==> src/rtl/rsqe_pkg.sv <==
package rsqe_pkg;
    localparam int WORD_W     = 32;
    localparam int EXP_W      = 8;
    localparam int FRAC_W     = 23;
    localparam int IDX_W      = 9;
    localparam int A_W        = IDX_W + 1;
    localparam int B_W        = IDX_W + 2;
    localparam int SEXP_W     = EXP_W + 2;
    localparam int EST_W      = IDX_W;
    localparam int B_START    = 512;
    localparam int SEARCH_LOG = 28;
    localparam int EXP_OFS    = 380;
    localparam int SQ_W       = 2 * (B_W + 1);
    localparam int PROD_W     = SQ_W + A_W;
    localparam logic [WORD_W-1:0] DEF_NAN = 32'h7FC0_0000;

    typedef enum logic [1:0] {
        ST_IDLE,
        ST_NORM,
        ST_SEARCH
    } state_t;

    typedef struct packed {
        state_t              state;
        logic [A_W-1:0]      a;
        logic [B_W-1:0]      b;
        logic [SEXP_W-1:0]   e;
        logic [FRAC_W-1:0]   f;
        logic [EXP_W-1:0]    rexp;
        logic                fixed;
        logic [WORD_W-1:0]   result;
        logic                inv;
        logic                dz;
        logic                done;
    } regs_t;
endpackage

==> src/rtl/rsqe_classify.sv <==
module rsqe_classify
    import rsqe_pkg::*;
(
    input  logic [WORD_W-1:0] op_i,
    input  logic              fixed_i,
    input  logic              ftz_i,
    input  logic              dnan_i,
    output logic              special_o,
    output logic              subn_o,
    output logic [WORD_W-1:0] res_o,
    output logic              inv_o,
    output logic              dz_o
);
    logic              sgn;
    logic [EXP_W-1:0]  ex;
    logic [FRAC_W-1:0] fr;
    logic              ex_max, ex_min, fr_nz;

    assign sgn    = op_i[WORD_W-1];
    assign ex     = op_i[WORD_W-2 -: EXP_W];
    assign fr     = op_i[FRAC_W-1:0];
    assign ex_max = &ex;
    assign ex_min = ~|ex;
    assign fr_nz  = |fr;

    always_comb begin
        special_o = 1'b1;
        subn_o    = 1'b0;
        res_o     = '0;
        inv_o     = 1'b0;
        dz_o      = 1'b0;
        if (fixed_i) begin
            special_o = ~|op_i[WORD_W-1 -: 2];
            res_o     = '1;
        end else if (ex_max && fr_nz) begin
            res_o = dnan_i ? DEF_NAN : (op_i | (WORD_W'(1) << (FRAC_W - 1)));
            inv_o = ~fr[FRAC_W-1];
        end else if (ex_min && (!fr_nz || ftz_i)) begin
            res_o = {sgn, {EXP_W{1'b1}}, {FRAC_W{1'b0}}};
            dz_o  = 1'b1;
        end else if (sgn) begin
            res_o = DEF_NAN;
            inv_o = 1'b1;
        end else if (ex_max) begin
            res_o = '0;
        end else begin
            special_o = 1'b0;
            subn_o    = ex_min;
        end
    end
endmodule

==> src/rtl/rsqe_index.sv <==
module rsqe_index
    import rsqe_pkg::*;
(
    input  logic             fixed_i,
    input  logic             odd_i,
    input  logic [7:0]       frac_top_i,
    input  logic [IDX_W-1:0] fix_idx_i,
    output logic [A_W-1:0]   a_o
);
    logic [IDX_W-1:0] raw;
    logic [A_W-1:0]   evened;

    always_comb begin
        if (fixed_i)
            raw = fix_idx_i;
        else if (odd_i)
            raw = {2'b01, frac_top_i[7:1]};
        else
            raw = {1'b1, frac_top_i};
        evened = {1'b0, raw[IDX_W-1:1], 1'b0};
        if (raw[IDX_W-1])
            a_o = (evened + A_W'(1)) << 1;
        else
            a_o = {raw, 1'b1};
    end
endmodule

==> src/rtl/rsqe_search_step.sv <==
module rsqe_search_step
    import rsqe_pkg::*;
(
    input  logic [A_W-1:0] a_i,
    input  logic [B_W-1:0] b_i,
    output logic           go_o
);
    logic [B_W:0]      bp1;
    logic [SQ_W-1:0]   sq;
    logic [PROD_W-1:0] prod;

    always_comb begin
        bp1  = {1'b0, b_i} + (B_W+1)'(1);
        sq   = SQ_W'(bp1) * SQ_W'(bp1);
        prod = PROD_W'(a_i) * PROD_W'(sq);
        go_o = prod < (PROD_W'(1) << SEARCH_LOG);
    end
endmodule

==> src/rtl/rsqrt_est.sv <==
module rsqrt_est
    import rsqe_pkg::*;
(
    input  logic              clk,
    input  logic              rst_n,
    input  logic              start_i,
    input  logic              fixed_i,
    input  logic [WORD_W-1:0] op_i,
    input  logic              ftz_i,
    input  logic              dnan_i,
    output logic              busy_o,
    output logic              done_o,
    output logic [WORD_W-1:0] result_o,
    output logic              flag_inv_o,
    output logic              flag_dz_o
);
    regs_t q, d;

    logic              cls_special, cls_subn, cls_inv, cls_dz;
    logic [WORD_W-1:0] cls_res;
    logic              idx_fixed, idx_odd, search_go;
    logic [7:0]        idx_top;
    logic [A_W-1:0]    idx_a;
    logic [FRAC_W-1:0] f_dropped;
    logic [SEXP_W-1:0] e_sel, e_diff;
    logic [B_W-1:0]    b_inc;
    logic [EST_W-1:0]  est;

    rsqe_classify u_cls (
        .op_i      (op_i),
        .fixed_i   (fixed_i),
        .ftz_i     (ftz_i),
        .dnan_i    (dnan_i),
        .special_o (cls_special),
        .subn_o    (cls_subn),
        .res_o     (cls_res),
        .inv_o     (cls_inv),
        .dz_o      (cls_dz)
    );

    // Index source: the live operand at start, the normalized fraction after the last shift
    always_comb begin
        f_dropped = {q.f[FRAC_W-2:0], 1'b0};
        if (q.state == ST_NORM) begin
            idx_fixed = 1'b0;
            e_sel     = q.e;
            idx_top   = f_dropped[FRAC_W-1 -: 8];
        end else begin
            idx_fixed = fixed_i;
            e_sel     = SEXP_W'(op_i[WORD_W-2 -: EXP_W]);
            idx_top   = op_i[FRAC_W-1 -: 8];
        end
        idx_odd = e_sel[0];
        e_diff  = SEXP_W'(EXP_OFS) - e_sel;
    end

    rsqe_index u_idx (
        .fixed_i    (idx_fixed),
        .odd_i      (idx_odd),
        .frac_top_i (idx_top),
        .fix_idx_i  (op_i[WORD_W-1 -: IDX_W]),
        .a_o        (idx_a)
    );

    rsqe_search_step u_step (
        .a_i  (q.a),
        .b_i  (q.b),
        .go_o (search_go)
    );

    assign b_inc = q.b + B_W'(1);
    assign est   = b_inc[EST_W:1];

    always_comb begin
        d      = q;
        d.done = 1'b0;
        unique case (q.state)
            ST_IDLE: begin
                if (start_i) begin
                    if (cls_special) begin
                        d.result = cls_res;
                        d.inv    = cls_inv;
                        d.dz     = cls_dz;
                        d.done   = 1'b1;
                    end else if (cls_subn) begin
                        d.state = ST_NORM;
                        d.e     = '0;
                        d.f     = op_i[FRAC_W-1:0];
                        d.fixed = 1'b0;
                    end else begin
                        d.state = ST_SEARCH;
                        d.a     = idx_a;
                        d.b     = B_W'(B_START);
                        d.rexp  = e_diff[EXP_W:1];
                        d.fixed = fixed_i;
                    end
                end
            end
            ST_NORM: begin
                if (q.f[FRAC_W-1]) begin
                    d.state = ST_SEARCH;
                    d.a     = idx_a;
                    d.b     = B_W'(B_START);
                    d.rexp  = e_diff[EXP_W:1];
                end else begin
                    d.f = {q.f[FRAC_W-2:0], 1'b0};
                    d.e = q.e - SEXP_W'(1);
                end
            end
            ST_SEARCH: begin
                if (search_go) begin
                    d.b = b_inc;
                end else begin
                    d.state = ST_IDLE;
                    d.done  = 1'b1;
                    d.inv   = 1'b0;
                    d.dz    = 1'b0;
                    if (q.fixed)
                        d.result = {est, {(WORD_W-EST_W){1'b0}}};
                    else
                        d.result = {1'b0, q.rexp, est[7:0], {(FRAC_W-8){1'b0}}};
                end
            end
            default: d.state = ST_IDLE;
        endcase
    end

    always_ff @(posedge clk or negedge rst_n) begin
        if (!rst_n) begin
            q       <= '0;
            q.state <= ST_IDLE;
        end else begin
            q <= d;
        end
    end

    assign busy_o     = (q.state != ST_IDLE);
    assign done_o     = q.done;
    assign result_o   = q.result;
    assign flag_inv_o = q.inv;
    assign flag_dz_o  = q.dz;
endmodule

==> config.mk <==
export PLATFORM = sky130hd
export DESIGN_NAME = rsqrt_est
export DESIGN_NICKNAME = d
export VERILOG_FILES = /design/src/rtl/rsqe_pkg.sv /design/src/rtl/rsqe_classify.sv /design/src/rtl/rsqe_index.sv /design/src/rtl/rsqe_search_step.sv /design/src/rtl/rsqrt_est.sv
export SDC_FILE = /design/constraint.sdc
export NUM_CORES = 1
export LEC_CHECK = 0
export BUFFER_PORTS_ARGS = -buffer_cell sky130_fd_sc_hd__buf_2
export CAP_MARGIN = 15
export CORE_ASPECT_RATIO = 1.1
export CORE_UTILIZATION = 65
export CTS_CLUSTER_DIAMETER = 50
export DETAILED_ROUTE_END_ITERATION = 10
export PLACE_DENSITY = 0.84
export SKIP_LAST_GASP = 1
export SYNTH_ARGS = -nofsm -noshare
export SYNTH_HDL_FRONTEND = slang
export SYNTH_SLANG_ARGS = --single-unit
==> constraint.sdc <==
create_clock -name clk -period 33 [get_ports clk]
set_input_delay 0 -clock clk [delete_from_list [all_inputs] [get_ports clk]]
set_output_delay 0 -clock clk [all_outputs]
set_load 0.005 [all_outputs]
==> results.md <==
- The run finished with clean final reports.
- Summed over all nets, the switching power comes to 355 uW.
- The clock network latency to the later pin of the worst-skew pair is 0.35 ns.
- The number of clock buffers inserted by TritonCTS is 9.
- The first global-routing pass estimated 65200 um of wire.
- The nature of the critical path endpoint is a flop.
- Derived from the worst setup path, the maximum achievable clock frequency is 0.0664 GHz.
- The clock drives 99 sinks.
- The most numerous cell type found on the critical path is sky130_fd_sc_hd__fa_1.
- The total of max-cap violations is 0.
- Sequential cells were found to cover 15.5% of the synthesized design area.
- The largest voltage drop on the vdd net is 39.2 uV.
- The H-tree generated during clock tree synthesis spans 3 levels.
- Setup repair after global routing left no endpoint under its margin.
- The gate count of the mapped netlist is 1775.
- At the pin with the least slew margin, the transition time is 1.27 ns.
- In this run, distinct cell masters in the synthesized netlist total 67.
- Across every metal layer, demand over resource in global routing totals 33.1%.
- The data required time at the worst endpoint is 33.23 ns.
- The synthesized area is 15900 um^2.
- Once the floorplan was initialized, standard cells occupied 66.9% of the core.
- Among all flip-flop cells after synthesis, the most frequent one is sky130_fd_sc_hd__dfrtp_1.
- The maximum cell stage delay along the critical path is 1.04 ns.
- The setup path with the least slack is of type flop to flop.
- The TritonCTS clock tree is done.
- The wire length per cell is 18.7 um.
- The clock network power share is 13.8%.
- The wire length after detailed routing is 39300 um.
- The post-route DRC violation count is 0.
- The post-synthesis simple-gate area fraction is 16.6%.
- The die covers 25200 um^2.
- Of the total synthesized cell area, the portion taken by XOR and XNOR cells is 2.36%.
- The number of placed cells counting well taps is 2066.
- The synthesized design contains 99 register bits.
- The routed wire length on met2 is 19800 um.
- The async set or reset register ratio after synthesis is 100%.
- The clock skew after layout is 0.0134 ns.
- Across all register-to-register paths, the minimum setup slack is 17.93 ns.
- The total vias in the final route is 12.7k.
- The final net count is 2200.
- In this run the tool buffered the top-level ports with 73 buffer cells.
- The total count of max-transition violations in the final report came to 0.
- The worst path uses 45.7% of the clock period.
- The met1 layer wirelength in the final routing is 14900 um.
- In the layout the commonest cells are sky130_fd_sc_hd__inv_1 (303), sky130_fd_sc_hd__fa_1 (242), sky130_fd_sc_hd__nand2_1 (195), sky130_fd_sc_hd__ha_1 (131), sky130_fd_sc_hd__nor2_1 (128).
- The cell with the biggest individual delay on the critical path is sky130_fd_sc_hd__a22oi_4.
- The highest net fanout along the worst path is 34.
- At the worst endpoint, the arrival time is 15.30 ns.
- The critical path startpoint category is a flop.
- Post-CTS repair changed the size of 0 cells.
- In the final layout, the share of cells above drive strength 1 is 8.48%.
- The worst hold path class is input pin to flop.
- The sequential power share is 28.6%.
- The worst slew margin relative to its limit is 15.4%.
- The post-detailed-placement half-perimeter wirelength is 29900 um.
- The average footprint of a synthesized cell is 8.98 um^2.
- Setup violations remaining at the end of the flow were counted as 0.
- 0 antenna diodes ended up in the layout.
- The count of cells along the worst hold path is 3.
- The adder-cell share of the synthesized area is 40.7%.
- The via count of the first global-routing pass is 13.4k.
- The number of placement rows is 59.
- The minimum clock period is 15.07 ns.
- The critical path crosses 41 cells after its start point.
- In this run the horizontal extent of the chip is 151 um.
- The maximum number of pins on one net before global-route repair is 64.
- The finished layout holds 2098 standard cells, fillers aside.
- The total area inside the core boundary comes to 23800 um^2.
- After synthesis, the largest family of logic cells by area is adder cells.
- The switching portion of total power is 48.3%.
- The internal cell power is 380 uW.
- The power density over the cells is 43.9 nW/um^2.
- The library cell used as clock root buffer is sky130_fd_sc_hd__clkbuf_16.
- Counting along the longest clock path gives a buffer depth of 2.
- The worst reg-to-reg path cell count is 41.
- The initial antenna violation count is 0.
- Leaving out fill and tap cells, the most frequent cell in the layout is sky130_fd_sc_hd__inv_1.
- The area growth from synthesis to layout is 4.96%.
- The count of flip-flops with a built-in enable after synthesis is 0.
- The number of DRC markers in iteration 0 is 1075.
- From bottom edge to top edge, the die measures 166 um.
- In this design, the largest share of critical-path delay is due to adder cells.
- Summed over all layers, the global routing overflow is 0.
- The number of nets with antenna violations after detailed routing is 0.
- The number of hold-slack violations in the final timing report came to 0.
- The last weighted congestion value of the routability-driven placer is 0.939.
- The total negative slack for setup checks is 0 ns.
- Counting both buffers and inverters, the worst setup path holds a total of 7.
- The number of warning messages in the yosys log is 0.
- The uppermost layer routed is met4.
- The combinational cell fraction of total power is 57.6%.
- Of the post-synthesis cell area, the part taken by muxes is 3.74%.
- For this design the static power due to leakage is 0.00873 uW.
- 74 I/O pins were placed.
- Detailed routing placed a total of 2810 um of wire on met3.
- After clock tree synthesis, the clock-pin slew on the worst setup and hold paths is 0.07 ns.
- The first detailed-routing pass ran for 6 iterations.
- Using the TritonRoute via totals, the vias-per-cell ratio works out to 6.05.
- The synthesized netlist devotes 10.4% of its cell area to compound gates.
[worst register-to-register path: cells and delay by family, from the launching register on]
family,cells,cell delay [ns]
adder cells (fa/ha/maj),13,5.99
flip-flops,1,0.75
XOR/XNOR,2,1.75
buffers and inverters,7,0.54
multiplexers,1,0.43
AND/OR/NAND/NOR,5,0.91
AO/OA/AOI/OAI,13,4.63
[registers in the layout, indices dropped and copies added (netlist names)]
register and flops:
flag_inv_o 1, result_o 32, done_o 1, flag_dz_o 1, q 42, f_dropped 22
[power by group through the flow]
stage                     Combinational (uW)  Sequential [uW]  Clock, uW
after floorplan                          350              167          0
after global placement                   399              209          0
after detailed placement                 418              210          0
after CTS                                423              208        102
after global routing                     479              214        107
final                                    424              210        102
[layout make-up]
| class | count | area, um^2 |
|---|---|---|
| Tap cell | 305 | 382 |
| Clock buffer | 10 | 239 |
| Multi-Input combinational cell | 1269 | 11800 |
| Inverter | 307 | 1150 |
| Timing Repair Buffer | 103 | 633 |
| Clock inverter | 5 | 43.8 |
| Fill cell | 1825 | 7110 |
| Sequential cell | 99 | 2480 |
[final timing paths]
path / start / end
max: q[77] / result_o[18]
min: op_i[15] / f_dropped[16]
max reg2reg: q[77] / result_o[18]
min reg2reg: f_dropped[1] / f_dropped[1]
max in group asynchronous: rst_n / q[75]
min in group asynchronous: rst_n / result_o[4]
[routing by layer]
metal	up-vias	GRT usage, %
met4	0	14.9
met3	144	4.62
met5	-	0
met1	6291	41.7
met2	614	56.1
li1	5652	-
[cells by family after synthesis]
logic type | count (synthesis)
AND/OR/NAND/NOR | 556
multiplexers | 48
flip-flops | 99
XOR/XNOR | 43
other | 2
buffers and inverters | 412
adder cells (fa/ha/maj) | 373
AO/OA/AOI/OAI | 242
[what timing repair did]
action	4_1_cts	5_1_grt
setup buffers	0	0
hold buffers	16	0
endpoints found under the hold margin	51	0
setup endpoints to repair	0	0
[synthesized netlist by cell type, drive strengths merged, types with 19 or more instances]
library cell	n	area share, %
inv	303	7.1
fa	242	30
nand2	195	4.6
ha	131	10
nor2	128	3.0
and2	121	4.7
dfrtp	99	16
clkbuf	67	1.6
a21oi	66	2.1
o21ai	46	1.4
buf	38	1.8
mux2	33	2.8
xnor2	32	1.8
a221oi	24	1.3
nor3	21	0.66
nand3	19	0.60
[stage by stage]
step | instance area, um^2 | hold WS, ns | util, % | power [uW] | worst slack (ns)
after CTS | 16700 | 0.00547 | 70.2 | 733 | 18.12
after detailed placement | 16300 | -0.0175 | 68.3 | 628 | 18.13
final | 16700 | 0.0183 | 70.2 | 735 | 17.93
after global routing | 16700 | 0.0364 | 70.2 | 800 | 17.11
after floorplan | 16000 | -0.296 | - | 517 | 21.15
after global placement | 16300 | -0.0206 | 68.3 | 607 | 18.56
Note: power is estimated with default switching activity, not from simulation.
